File: src/rtl/cmp_timer_pkg.sv
package cmp_timer_pkg;

  localparam int unsigned CT_EN_BIT    = 0;
  localparam int unsigned CT_SEL_LSB   = 1;
  localparam int unsigned CT_SEL_W     = 3;
  localparam int unsigned CT_MODE_BIT  = 4;
  localparam int unsigned CT_ALARM_BIT = 5;
  localparam int unsigned CT_USED_BITS = 6;

  localparam int unsigned OFS_CTRL  = 0;
  localparam int unsigned OFS_THRES = 4;
  localparam int unsigned OFS_COUNT = 8;

  localparam int unsigned PSC_MAX_LOG2 = 12;

  typedef enum logic [1:0] {
    RSEL_CTRL  = 2'd0,
    RSEL_THRES = 2'd1,
    RSEL_COUNT = 2'd2,
    RSEL_NONE  = 2'd3
  } reg_sel_e;

  // Power-of-two exponent of the clock divider for each prescaler code.
  function automatic int unsigned psc_log2(input logic [CT_SEL_W-1:0] code);
    case (code)
      3'd0:    return 1;
      3'd1:    return 2;
      3'd2:    return 3;
      3'd3:    return 6;
      3'd4:    return 7;
      3'd5:    return 10;
      3'd6:    return 11;
      default: return 12;
    endcase
  endfunction

endpackage

File: src/rtl/cmp_timer_prescaler.sv
module cmp_timer_prescaler
  import cmp_timer_pkg::*;
#(
  parameter int unsigned PSC_W = PSC_MAX_LOG2
) (
  input  logic                clk,
  input  logic                rst_n,
  input  logic                run,
  input  logic [CT_SEL_W-1:0] sel,
  output logic                tick
);

  logic [PSC_W-1:0] pcnt;
  logic [PSC_W-1:0] limit;

  // Terminal count is divider-1; ">=" keeps a code change mid-period safe.
  always_comb begin
    limit = PSC_W'((32'd1 << psc_log2(sel)) - 32'd1);
  end

  assign tick = run && (pcnt >= limit);

  always_ff @(posedge clk) begin
    if (!rst_n) begin
      pcnt <= '0;
    end else if (!run || tick) begin
      pcnt <= '0;
    end else begin
      pcnt <= pcnt + 1'b1;
    end
  end

  AST_TICK_NOT_BACK_TO_BACK: assert property (@(posedge clk) disable iff (!rst_n)
    tick |=> !tick) else $error("tick on adjacent cycles");

  AST_IDLE_PRESCALER_AT_START: assert property (@(posedge clk) disable iff (!rst_n)
    !run |=> (pcnt == '0) || run) else $error("prescaler ran while idle");

endmodule

File: src/rtl/cmp_timer_regs.sv
module cmp_timer_regs
  import cmp_timer_pkg::*;
#(
  parameter int unsigned DATA_W = 32,
  parameter int unsigned ADDR_W = 4
) (
  input  logic                clk,
  input  logic                rst_n,
  input  logic                bus_we,
  input  logic                bus_re,
  input  logic [ADDR_W-1:0]   bus_addr,
  input  logic [DATA_W-1:0]   bus_wdata,
  input  logic [DATA_W-1:0]   cnt_val,
  input  logic                alarm,
  output logic                en,
  output logic                mode,
  output logic [CT_SEL_W-1:0] sel,
  output logic [DATA_W-1:0]   thres,
  output logic                ctrl_wr,
  output logic                cnt_wr,
  output logic [DATA_W-1:0]   bus_rdata
);

  localparam int unsigned PAD_W = DATA_W - CT_USED_BITS;

  reg_sel_e                 rsel;
  logic     [DATA_W-1:0]    rd_mux;
  logic                     thres_wr;
  logic     [DATA_W-1:0]    ctrl_view;

  // Full-address decode: byte offsets off the word grid are unmapped.
  always_comb begin
    if (bus_addr == ADDR_W'(OFS_CTRL)) begin
      rsel = RSEL_CTRL;
    end else if (bus_addr == ADDR_W'(OFS_THRES)) begin
      rsel = RSEL_THRES;
    end else if (bus_addr == ADDR_W'(OFS_COUNT)) begin
      rsel = RSEL_COUNT;
    end else begin
      rsel = RSEL_NONE;
    end
  end

  assign ctrl_wr  = bus_we && (rsel == RSEL_CTRL);
  assign thres_wr = bus_we && (rsel == RSEL_THRES);
  assign cnt_wr   = bus_we && (rsel == RSEL_COUNT);

  always_ff @(posedge clk) begin
    if (!rst_n) begin
      en    <= 1'b0;
      mode  <= 1'b0;
      sel   <= '0;
      thres <= '0;
    end else begin
      if (ctrl_wr) begin
        en   <= bus_wdata[CT_EN_BIT];
        mode <= bus_wdata[CT_MODE_BIT];
        sel  <= bus_wdata[CT_SEL_LSB +: CT_SEL_W];
      end
      if (thres_wr) begin
        thres <= bus_wdata;
      end
    end
  end

  assign ctrl_view = {{PAD_W{1'b0}}, alarm, mode, sel, en};

  always_comb begin
    case (rsel)
      RSEL_CTRL:  rd_mux = ctrl_view;
      RSEL_THRES: rd_mux = thres;
      RSEL_COUNT: rd_mux = cnt_val;
      default:    rd_mux = '0;
    endcase
  end

  always_ff @(posedge clk) begin
    if (!rst_n) begin
      bus_rdata <= '0;
    end else if (bus_re) begin
      bus_rdata <= rd_mux;
    end
  end

  AST_CTRL_PAD_ZERO: assert property (@(posedge clk) disable iff (!rst_n)
    (bus_re && rsel == RSEL_CTRL) |=> (bus_rdata[DATA_W-1:CT_USED_BITS] == '0))
    else $error("unused control bits nonzero");

  AST_RDATA_HOLD: assert property (@(posedge clk) disable iff (!rst_n)
    !bus_re |=> $stable(bus_rdata)) else $error("read data moved without read");

  AST_UNMAPPED_NO_WRITE: assert property (@(posedge clk) disable iff (!rst_n)
    (bus_we && rsel == RSEL_NONE) |=> $stable(thres) && $stable(en) && $stable(mode))
    else $error("unmapped write changed a register");

endmodule

File: src/rtl/cmp_timer_core.sv
module cmp_timer_core
  import cmp_timer_pkg::*;
#(
  parameter int unsigned DATA_W = 32
) (
  input  logic              clk,
  input  logic              rst_n,
  input  logic              en,
  input  logic              mode,
  input  logic [DATA_W-1:0] thres,
  input  logic              tick,
  input  logic              ctrl_wr,
  input  logic              cnt_wr,
  input  logic [DATA_W-1:0] wdata,
  output logic [DATA_W-1:0] cnt,
  output logic              alarm
);

  logic halted;
  logic step;
  logic match;
  logic hit;
  logic dis_wr;
  logic clr_wr;

  assign match  = (cnt == thres);
  assign step   = tick && en && !halted;
  assign hit    = step && match;
  assign dis_wr = ctrl_wr && !wdata[CT_EN_BIT];
  assign clr_wr = ctrl_wr && !wdata[CT_ALARM_BIT];

  // Counter: software write wins over stepping.
  always_ff @(posedge clk) begin
    if (!rst_n) begin
      cnt <= '0;
    end else if (cnt_wr) begin
      cnt <= wdata;
    end else if (step) begin
      if (match) begin
        cnt <= mode ? '0 : cnt;
      end else begin
        cnt <= cnt + 1'b1;
      end
    end
  end

  // Single-shot freeze, released by a counter write or by disabling.
  always_ff @(posedge clk) begin
    if (!rst_n) begin
      halted <= 1'b0;
    end else if (cnt_wr || dis_wr || !en) begin
      halted <= 1'b0;
    end else if (hit && !mode) begin
      halted <= 1'b1;
    end
  end

  // Alarm: disable beats a new match, a new match beats a software clear.
  always_ff @(posedge clk) begin
    if (!rst_n) begin
      alarm <= 1'b0;
    end else if (!en || dis_wr) begin
      alarm <= 1'b0;
    end else if (hit) begin
      alarm <= 1'b1;
    end else if (clr_wr) begin
      alarm <= 1'b0;
    end
  end

  AST_ALARM_NEEDS_MATCH: assert property (@(posedge clk) disable iff (!rst_n)
    $rose(alarm) |-> $past(tick && en && cnt == thres)) else $error("alarm without match");

  AST_ALARM_STICKY: assert property (@(posedge clk) disable iff (!rst_n)
    (alarm && !ctrl_wr) |=> alarm) else $error("alarm dropped on its own");

  AST_OFF_NO_ALARM: assert property (@(posedge clk) disable iff (!rst_n)
    !en |-> !alarm) else $error("alarm while disabled");

  AST_CONT_WRAP: assert property (@(posedge clk) disable iff (!rst_n)
    (step && match && mode && !cnt_wr) |=> (cnt == '0)) else $error("no wrap");

  AST_SINGLE_HOLD: assert property (@(posedge clk) disable iff (!rst_n)
    (halted && !cnt_wr) |=> $stable(cnt)) else $error("frozen counter moved");

  AST_WRITE_WINS: assert property (@(posedge clk) disable iff (!rst_n)
    cnt_wr |=> (cnt == $past(wdata))) else $error("counter write lost");

endmodule

File: src/rtl/cmp_timer.sv
module cmp_timer
  import cmp_timer_pkg::*;
#(
  parameter int unsigned DATA_W = 32,
  parameter int unsigned ADDR_W = 4,
  parameter int unsigned PSC_W  = PSC_MAX_LOG2
) (
  input  logic              clk,
  input  logic              rst_n,
  input  logic              bus_we,
  input  logic              bus_re,
  input  logic [ADDR_W-1:0] bus_addr,
  input  logic [DATA_W-1:0] bus_wdata,
  output logic [DATA_W-1:0] bus_rdata,
  output logic              irq
);

  logic                en;
  logic                mode;
  logic [CT_SEL_W-1:0] sel;
  logic [DATA_W-1:0]   thres;
  logic                ctrl_wr;
  logic                cnt_wr;
  logic [DATA_W-1:0]   cnt;
  logic                alarm;
  logic                tick;

  cmp_timer_regs #(
    .DATA_W (DATA_W),
    .ADDR_W (ADDR_W)
  ) u_regs (
    .clk       (clk),
    .rst_n     (rst_n),
    .bus_we    (bus_we),
    .bus_re    (bus_re),
    .bus_addr  (bus_addr),
    .bus_wdata (bus_wdata),
    .cnt_val   (cnt),
    .alarm     (alarm),
    .en        (en),
    .mode      (mode),
    .sel       (sel),
    .thres     (thres),
    .ctrl_wr   (ctrl_wr),
    .cnt_wr    (cnt_wr),
    .bus_rdata (bus_rdata)
  );

  cmp_timer_prescaler #(
    .PSC_W (PSC_W)
  ) u_psc (
    .clk   (clk),
    .rst_n (rst_n),
    .run   (en),
    .sel   (sel),
    .tick  (tick)
  );

  cmp_timer_core #(
    .DATA_W (DATA_W)
  ) u_core (
    .clk     (clk),
    .rst_n   (rst_n),
    .en      (en),
    .mode    (mode),
    .thres   (thres),
    .tick    (tick),
    .ctrl_wr (ctrl_wr),
    .cnt_wr  (cnt_wr),
    .wdata   (bus_wdata),
    .cnt     (cnt),
    .alarm   (alarm)
  );

  assign irq = alarm;

  AST_IRQ_FOLLOWS_ALARM_READ: assert property (@(posedge clk) disable iff (!rst_n)
    (bus_re && bus_addr == ADDR_W'(OFS_CTRL)) |=> (bus_rdata[CT_ALARM_BIT] == $past(irq)))
    else $error("alarm bit and irq disagree");

endmodule

File: config.mk
export PLATFORM = sky130hd
export DESIGN_NAME = cmp_timer
export DESIGN_NICKNAME = d
export VERILOG_FILES = /design/src/rtl/cmp_timer_pkg.sv /design/src/rtl/cmp_timer_prescaler.sv /design/src/rtl/cmp_timer_regs.sv /design/src/rtl/cmp_timer_core.sv /design/src/rtl/cmp_timer.sv
export SDC_FILE = /design/constraint.sdc
export NUM_CORES = 1
export LEC_CHECK = 0
export ABC_AREA = 1
export BUFFER_PORTS_ARGS = -buffer_cell sky130_fd_sc_hd__buf_2
export CORE_AREA = 2 2 122 124
export DETAILED_ROUTE_END_ITERATION = 10
export DIE_AREA = 0 0 124 126
export PLACE_DENSITY_LB_ADDON = 0.12
export SLEW_MARGIN = 20
export SYNTH_ARGS = -nofsm -noshare
export SYNTH_HDL_FRONTEND = slang
export SYNTH_SLANG_ARGS = --single-unit
File: constraint.sdc
create_clock -name clk -period 5.5 [get_ports clk]
set_clock_uncertainty 0.2 [all_clocks]
set_input_delay 1.1 -clock clk [delete_from_list [all_inputs] [get_ports clk]]
set_output_delay 1.1 -clock clk [all_outputs]
set_load 0.05 [all_outputs]
### Yosys cells after proc, flatten, opt, wreduce, memory -nomap -nowiden

Index checks and enable logic that the tools add are counted.

* add/subtract/negate cells: 3
* order comparisons: 1
* bitwise gates (word level): 1
* multiplexer cells: 11
* reductions and logical operators: 28
* equal/unequal tests: 12
* shift operators: 1

Operators with widths (count)
* 32-bit two-way mux: 4
* 32-bit one-hot mux with 3 select lines: 1
* 32-bit by 1-bit adder with 32-bit output, second input constant: 1
* 32-bit == test: 1
* 4-bit one-hot mux with 7 select lines: 1
* 12-bit by 1-bit adder with 12-bit output, second input constant: 1
* 12-bit >= comparator: 1
* 1-bit by 4-bit << shifter with 12-bit output, first input constant: 1
* 12-bit by 1-bit subtractor with 12-bit output, second input constant: 1
* 1-bit logical AND: 10
* 3-bit == test, second input constant: 3
* 3-bit by 2-bit == test with 1-bit output, second input constant: 2
* 2-bit OR reduction: 3
* 1-bit zero test: 5
* 4-bit by 3-bit == test with 1-bit output, second input constant: 1
* 4-bit == test, second input constant: 1
* 4-bit zero test: 1
* 1-bit logical OR: 4
* 2-bit two-way mux: 2
* 2-bit nonzero test: 2
* 3-bit by 1-bit == test with 1-bit output, second input constant: 1
* 3-bit zero test: 1
* 1-bit two-way mux: 3
* 3-bit by 2-bit != test with 1-bit output, second input constant: 1
* other kinds (5): 5

* flip-flop bits (word level): 115
* word-level logic and storage cells: 66
* output and inout bits: 33

### Depth between registers and ports, before layout

Gate-level depths: netlist of the first run.

* depth in word-level cells: 10
* gate-level depth with buffers: 19

### Hierarchy

A second synthesis of the first run with hierarchy kept.

* cell total of the unflattened synthesis: 1173
* area total of the unflattened synthesis: 7352.1 um2

Modules (own cells, without submodules)
* cmp_timer_regs: area an instance 3239.4 um2, sequential area each 1381.3 um2, times used 1, cells each 452
* cmp_timer_core: area an instance 3151.8 um2, sequential area each 680.7 um2, times used 1, cells each 576
* cmp_timer_prescaler: area an instance 960.9 um2, sequential area each 240.2 um2, times used 1, cells each 145

### Worst setup path before layout of the first run

OpenSTA, ideal clock, no wires.

* path type: register -> register
* from: register u_regs.sel[2]
* to: register u_core.cnt[17]
* clock period less this slack: 2605 ps
* setup slack: 2895 ps
* path buffers: 2
* data arrival time: 2291 ps
* setup time: 114 ps
* stages on the path, launching flop included: 20
* data required time: 5186 ps
* cell sequence: dfxtp_1 -> clkbuf_1 -> nor2_1 -> nand2_1 -> ha_1 -> nand2_1 -> xor2_1 -> ha_1 -> nand2_1 -> inv_1 -> nand3_1 -> nor2_1 -> nand2_1 -> nand2_1 -> nand3_1 -> nand2_1 -> nand2_4 -> buf_6 -> nor2_1 -> nor2_2

* cells in the longest elaborated chain, start to end: 10

Ends and longest elaborated chain
* from (decl): line cmp_timer_regs.sv:17 `output logic [CT_SEL_W-1:0] sel,`
* from (signal assigned): line cmp_timer_regs.sv:58 `sel <= bus_wdata[CT_SEL_LSB +: CT_SEL_W];`
* 3-bit == test, or another cell as far along: line cmp_timer_pkg.sv:25 `case (code)`
* 4-bit one-hot mux with 7 select lines (*): line cmp_timer_pkg.sv:25
* 1-bit by 4-bit << shifter with 12-bit output (*): line cmp_timer_prescaler.sv:18 `limit = PSC_W'((32'd1 << psc_log2(sel)) - 32'd1);`
* 12-bit by 1-bit subtractor with 12-bit output (*): line cmp_timer_prescaler.sv:18
* 12-bit >= comparator (*): line cmp_timer_prescaler.sv:21 `assign tick = run && (pcnt >= limit);`
* 1-bit logical AND (*): line cmp_timer_prescaler.sv:21
* 1-bit logical AND (*) (2 in a row): line cmp_timer_core.sv:27 `assign step = tick && en && !halted;`
* 2-bit nonzero test (no source line) (*)
* 2-bit AND reduction (no source line) (*)
* to (signal assigned): line cmp_timer_core.sv:37 `cnt <= wdata;`
* to (signal assigned): line cmp_timer_core.sv:40 `cnt <= mode ? '0 : cnt;`
* to (signal assigned): line cmp_timer_core.sv:42 `cnt <= cnt + 1'b1;`
* to (decl): line cmp_timer_core.sv:15 `output logic [DATA_W-1:0] cnt,`

Mark *: on every way between the ends. The rest lies on a longest branch, timed or not.
A chain may end at the register's enable or synchronous reset.

### Worst setup path after layout of the first run

* from: register u_regs.sel[2]
* to: register u_core.cnt[28]

The elaborated chain is that of the path after synthesis.

==> out/qor.yml, run 1 <==
detailed_routing:
  firstDrtPassIters: 5
  drtIter0Drc: 600
  postRouteAntennaNets: 0
  routedWlPerCell_um: 14.4
  vias_per_cell: 5.10
  routed-via-count: 6665
  wl_um: 18800
  drc: 0
global_route:
  grt_pass1_vias: 6178
  grt_max_degree: 64
  grt_antenna_before_repair: 0
  overflow: 0
  track_usage_pct: 24.9
  grt_pass1_wl_um: 30500
clocking:
  post_cts_buffers: 0
  cts_root_buffer: "clkbuf_16"
  clkSlewWorstSetupHoldPaths_ps: 60
  numCtsBuffers: 17
  clk_latency_ps: 420
  cts_resized: 0
  cts_tree: "done"
  cts.path.max_buffers: 2
  htreeDepth: 4
  cts_sinks: 115
  cts.hold.buffers_added: 0
place:
  pre_cts_ws_ps: 2240
  dp_hpwl_um: 13000
  portBuffers: 72
  routabilityCongestion: 0.864
synth:
  synth_top_family_by_area: "simple AND/OR/NAND/NOR gates"
  synthTopCellsByCount: "nand2_1 (320), nor2_1 (128), dfxtp_1 (115)"
  syn_inst: 1062
  synth_cell_types: 32
  synth-seq-cells: 115
  yosysTopAreaCellShare_pct: 33.9
  synth-async-reset-ratio_pct: 0
  avgSynthCellArea_um2: 6.39
  synth_mux_area_share_pct: 0
  synth_edf_count: 0
  synth.area.top_cells: "dfxtp_1 (34%), nand2_1 (18%), nor2_1 (7.1%), nand3_1 (6.3%), a21oi_1 (5.7%)"
  synth-adder-area-share_pct: 2.77
  synth_ff_type: "dfxtp_1"
  yosysMostFrequentCell: "nand2_1"
  yosys.area_share.simple_pct: 35.1
  synth_warnings: 0
  yosys.area.top_type: "dfxtp_1"
  synth_compound_area_share_pct: 12.2
  syn-cell-area_mm2: 0.00678
  ys_seq_area_share_pct: 33.9
  synth-xor-area-share_pct: 5.81
timing:
  post-route-period-util_pct: 55.8
  final-hold-violation-count: 0
  whs_ps: 259
  setup_slack_ps: 2430
  finalMaxSlewViolations: 0
  slew_headroom_pct: 24.7
  rsz0062_at_grt: "no"
  period_minus_slack_ps: 3070
  tns_ps: 0
  setup_viol: 0
  tightest_slew_ps: 1130
  fmax_ghz: 0.326
critical_path:
  slowest_stage: "nand2_2"
  worstPathCellList: "nor2_1, nand2_1, ha_1, nand2_1, xor2_1, ha_1, nand2_1, inv_1, nand2_1, a21oi_1, nor2_1, a21oi_1, nand2_2, nand3_1, nand2_1, nor2_1"
  critPathCaptureType: "flip-flop"
  r2r_setup_slack_ps: 2430
  crit_required_ps: 5610
  reg2reg_depth: 16
  cp_common_cell: "nand2_1"
  criticalPathCategory: "flip-flop to flip-flop"
  max_stage_delay_ps: 510
  path_max_fanout: 32
  start_kind: "flip-flop"
  arrival_ps: 3180
final_layout:
  area_delta_synth_final_pct: 16.0
  drive_above_1_share_pct: 12.3
  ff_latch_area_mm2: 0.00230
  fillCellCount: 1483
  antenna_cells: 0
  multiInputGateArea_mm2: 0.00381
  final_util_pct: 55.0
  nNetsFinal: 1165
flow_run:
  drv_cap: 0
floorplan:
  row_count: 44
  core_area_mm2: 0.0143
  die-area_mm2: 0.0156
  die_y_um: 126
  ioPinCount: 73
  die_w_um: 124
  start_util_pct: 47.4
power_and_ir_drop:
  ir_drop_mv: 0.199
  p_leak_nw: 3.60
  power_mw: 2.40
  p_per_area_mw_per_mm2: 305
worst_hold_path:
  hold_path_depth: 2
  min_path_type: "flip-flop to flip-flop"
outcome:
  status: "completed"
==> where the power goes <==
group / internal (mW) / switching [mW] / total [mW]
Clock: 0.919 / 0.414 / 1.33
Combinational: 0.0640 / 0.141 / 0.205
Sequential: 0.848 / 0.0162 / 0.864
==> area by class of cell <==
| type | count | area share [%] |
|---|---|---|
| tap | 184 | 2.92 |
| clock inverter | 13 | 3.23 |
| multi-input combinational | 787 | 48.4 |
| timing repair buffer | 78 | 5.15 |
| inverter | 111 | 5.29 |
| sequential | 115 | 29.2 |
| clock buffer | 19 | 5.75 |
==> worst paths after layout <==
check,startpoint,endpoint
min reg2reg,u_regs.bus_rdata[15],u_regs.bus_rdata[15]
max,u_regs.sel[2],u_core.cnt[28]
min,u_regs.bus_rdata[15],u_regs.bus_rdata[15]
max reg2reg,u_regs.sel[2],u_core.cnt[28]
==> cells in the final DEF (no fill, tap or decap), types with 7 or more instances in the layout <==
| master | Yosys | routed |
|---|---|---|
| a21oi_1 | 77 | 77 |
| buf_2 | 8 | 72 |
| bufinv_16 | 0 | 7 |
| clkbuf_16 | 0 | 17 |
| dfxtp_1 | 115 | 115 |
| ha_1 | 15 | 15 |
| inv_1 | 101 | 101 |
| inv_2 | 10 | 10 |
| nand2_1 | 320 | 319 |
| nand3_1 | 85 | 85 |
| nor2_1 | 128 | 128 |
| o21ai_0 | 45 | 45 |
| o22ai_1 | 30 | 30 |
| xnor2_1 | 20 | 20 |
| xor2_1 | 25 | 25 |
==> kinds of logic after synthesis <==
group,Yosys count
and+or+nand+nor,569
buffers and inverters,161
AOI/OAI and AO/OA,156
DFF,115
xor gates and xnor gates,45
adders and majority gates,15
other,1
==> state kept, by name, summed over array words and instances (netlist names) <==
name / flops
u_regs.en: 1
u_psc.pcnt: 12
u_core.alarm: 1
u_core.halted: 1
u_regs.sel: 3
u_regs.thres: 32
u_regs.bus_rdata: 32
u_regs.mode: 1
u_core.cnt: 32
==> critical path: cells and delay by family (launching register included) <==
kind / cells / cell delay [ps]
adders and majority gates: 2 / 430
and+or+nand+nor: 10 / 1550
xor gates and xnor gates: 1 / 160
AOI/OAI and AO/OA: 2 / 170
buffers and inverters: 1 / 50
DFF: 1 / 390
==> per-stage QoR <==
step | cells | area (um2)
after global placement | 1275 | 7160
final | 1307 | 7870
after detailed placement | 1275 | 7160
after floorplan | 1063 | 6790
after global routing | 1307 | 7870
after CTS | 1307 | 7870
==> per-layer routing <==
metal	track usage (%)	routed length, um	vias up
met5	0	0	-
met1	33.3	8870	3008
met3	5.84	934	24
li1	-	-	3473
met2	40.1	8700	160
met4	6.61	248	0
Power figures use the tool's default switching activity.
==> run 2, diff against run 1 <==
==> constraint.sdc (replaced) <==
create_clock -name clk -period 3 [get_ports clk]
set_clock_uncertainty 0.2 [all_clocks]
set_input_delay 0.6 -clock clk [delete_from_list [all_inputs] [get_ports clk]]
set_output_delay 0.6 -clock clk [all_outputs]
set_load 0.05 [all_outputs]
==> run 2 against run 1 <==
- final cell count up 0.46%
- fmax up 12%
- critical path depth up 2
- total power up 66%
- global-route usage up 0.27 points
- via count up 0.54%
- sequential power up 84%
- clock-buffer cell count up 5
- wire length up 0.32%
- non-clock buffer count up 9
- clock power up 51%
- sequential share of layout area up 0.15 points
- critical path type unchanged
==> out/qor.yml, run 2 (same netlist as run 1, synthesis figures left out) <==
global_route:
  grt_pass1_wl_um: 30800
  track_usage_pct: 25.2
  top_usage_layer: "met2"
  met1_usage_pct: 33.1
  grt_antenna_before_repair: 0
  grt_pass1_vias: 6194
  overflow: 0
  met2_usage_pct: 41.8
  grt_max_degree: 64
  grt_use_met3_pct: 5.62
critical_path:
  max_stage_delay_ps: 360
  path_max_fanout: 22
  critPathCaptureType: "flip-flop"
  crit_required_ps: 3160
  worstPathCellList: "nor2_2, nand2_1, ha_1, nand2_1, xor2_1, ha_1, nand2_1, inv_1, nand2_1, a21oi_1, nor2_1, nand2_1, nand3_2, nand2_1, nand2_4, buf_12, nor2_1, nor2_2"
  cp_common_cell: "nand2_1"
  slowest_stage: "dfxtp_2"
  criticalPathCategory: "flip-flop to flip-flop"
  start_kind: "flip-flop"
  arrival_ps: 2890
timing:
  slew_headroom_pct: 50.4
  rsz0062_at_grt: "no"
  whs_ps: 259
  period_minus_slack_ps: 2730
  final-hold-violation-count: 0
  tightest_slew_ps: 743
  fmax_ghz: 0.366
  tns_ps: 0
  post-route-period-util_pct: 91.1
  setup_slack_ps: 267
  finalMaxSlewViolations: 0
  setup_viol: 0
floorplan:
  ioPinCount: 73
  die-area_mm2: 0.0156
  die_y_um: 126
  start_util_pct: 47.4
  core_area_mm2: 0.0143
  die_w_um: 124
  row_count: 44
power_and_ir_drop:
  p_per_area_mw_per_mm2: 508
  p_sw_uw: 987
  p_seq_share_pct: 39.9
  pwr-share-comb_pct: 9.6
  p_sw_share_pct: 24.8
  intPower_mw: 2.99
  ir_drop_mv: 0.387
  p_leak_nw: 3.59
  pwr-share-clk_pct: 50.5
clocking:
  clkSlewWorstSetupHoldPaths_ps: 50
  post_cts_buffers: 0
  cts_sinks: 115
  cts_root_buffer: "clkbuf_16"
  numCtsBuffers: 17
  htreeDepth: 4
  cts.path.max_buffers: 2
  cts_tree: "done"
  clk_latency_ps: 420
final_layout:
  top_regs: "u_core.cnt: 32 flops, u_regs.bus_rdata: 32 flops, u_regs.thres: 32 flops"
  drive_above_1_share_pct: 13.0
  fillCellCount: 1487
  final_area_mm2: 0.00784
  ff_latch_area_mm2: 0.00230
  antenna_cells: 0
  final_cell_mix: "nand2_1 (319), nor2_1 (127), dfxtp_1 (113)"
  area_delta_synth_final_pct: 15.6
  nNetsFinal: 1174
  stdcell_count: 1313
  layout_commonest_cell: "nand2_1"
  multiInputGateArea_mm2: 0.00381
detailed_routing:
  vias_per_cell: 5.10
  routedWlPerCell_um: 14.3
  firstDrtPassIters: 5
  routed-via-count: 6701
  drtIter0Drc: 442
  postRouteAntennaNets: 0
  wl_um: 18800
  drc: 0
place:
  routabilityCongestion: 0.896
  place_area_mm2: 0.00725
  pre_cts_ws_ps: 232
  dp_cells: 1284
  portBuffers: 72
  dp_hpwl_um: 13100
flow_run:
  drv_cap: 0
worst_hold_path:
  min_path_type: "flip-flop to flip-flop"
outcome:
  status: "completed"
==> run 2: what timing repair did <==
item	in CTS	in global routing
hold buffers	0	0
gates resized for setup	0	5
hold endpoints to repair	0	0
endpoints found under the setup margin	0	32
==> run 2: through the flow <==
| stage | utilization [%] | power (mW) |
|---|---|---|
| after global routing | 54.8 | 4.12 |
| final | 54.8 | 3.98 |
| after CTS | 54.7 | 4.00 |
| after floorplan | - | 1.89 |
| after detailed placement | 50.7 | 2.00 |
| after global placement | 50.7 | 1.99 |
==> run 2: cell type report <==
cell class,count,area share (%)
Clock buffer,24,6.40
Clock inverter,5,0.958
Inverter,111,5.31
Multi-Input combinational cell,787,48.6
Sequential cell,115,29.4
Tap cell,184,2.94
Timing Repair Buffer,87,6.35
==> run 2: critical path, delay by kind of cell, from the launching register on <==
kind	cells	cell delay (ps)
AND/OR/NAND/NOR	12	1220
buffers and inverters	2	210
adder cells (fa/ha/maj)	2	430
AO/OA/AOI/OAI	1	50
XOR/XNOR	1	180
flip-flops	1	360
==> run 2: final timing paths <==
kind / slack, ps / start / to / cells past startpoint
max: 270 / u_regs.sel[2] / u_core.cnt[18] / 18
min: 260 / u_regs.bus_rdata[6] / u_regs.bus_rdata[6] / 2
max reg2reg: 270 / u_regs.sel[2] / u_core.cnt[18] / 18
min reg2reg: 260 / u_regs.bus_rdata[6] / u_regs.bus_rdata[6] / 2
==> run 2: power by group through the flow <==
stage | clock (mW) | sequential (mW) | combinational [mW]
finish | 2.01 | 1.59 | 0.382
global route | 2.11 | 1.59 | 0.430
CTS | 2.03 | 1.58 | 0.383
detailed placement | 0 | 1.62 | 0.381
global placement | 0 | 1.62 | 0.379
floorplan | 0 | 1.61 | 0.279
==> run 2: routing by layer <==
metal	up-vias	wire length [um]
met5	-	0
met1	3041	8790
met2	150	8780
met4	0	223
met3	18	1020
li1	3492	-
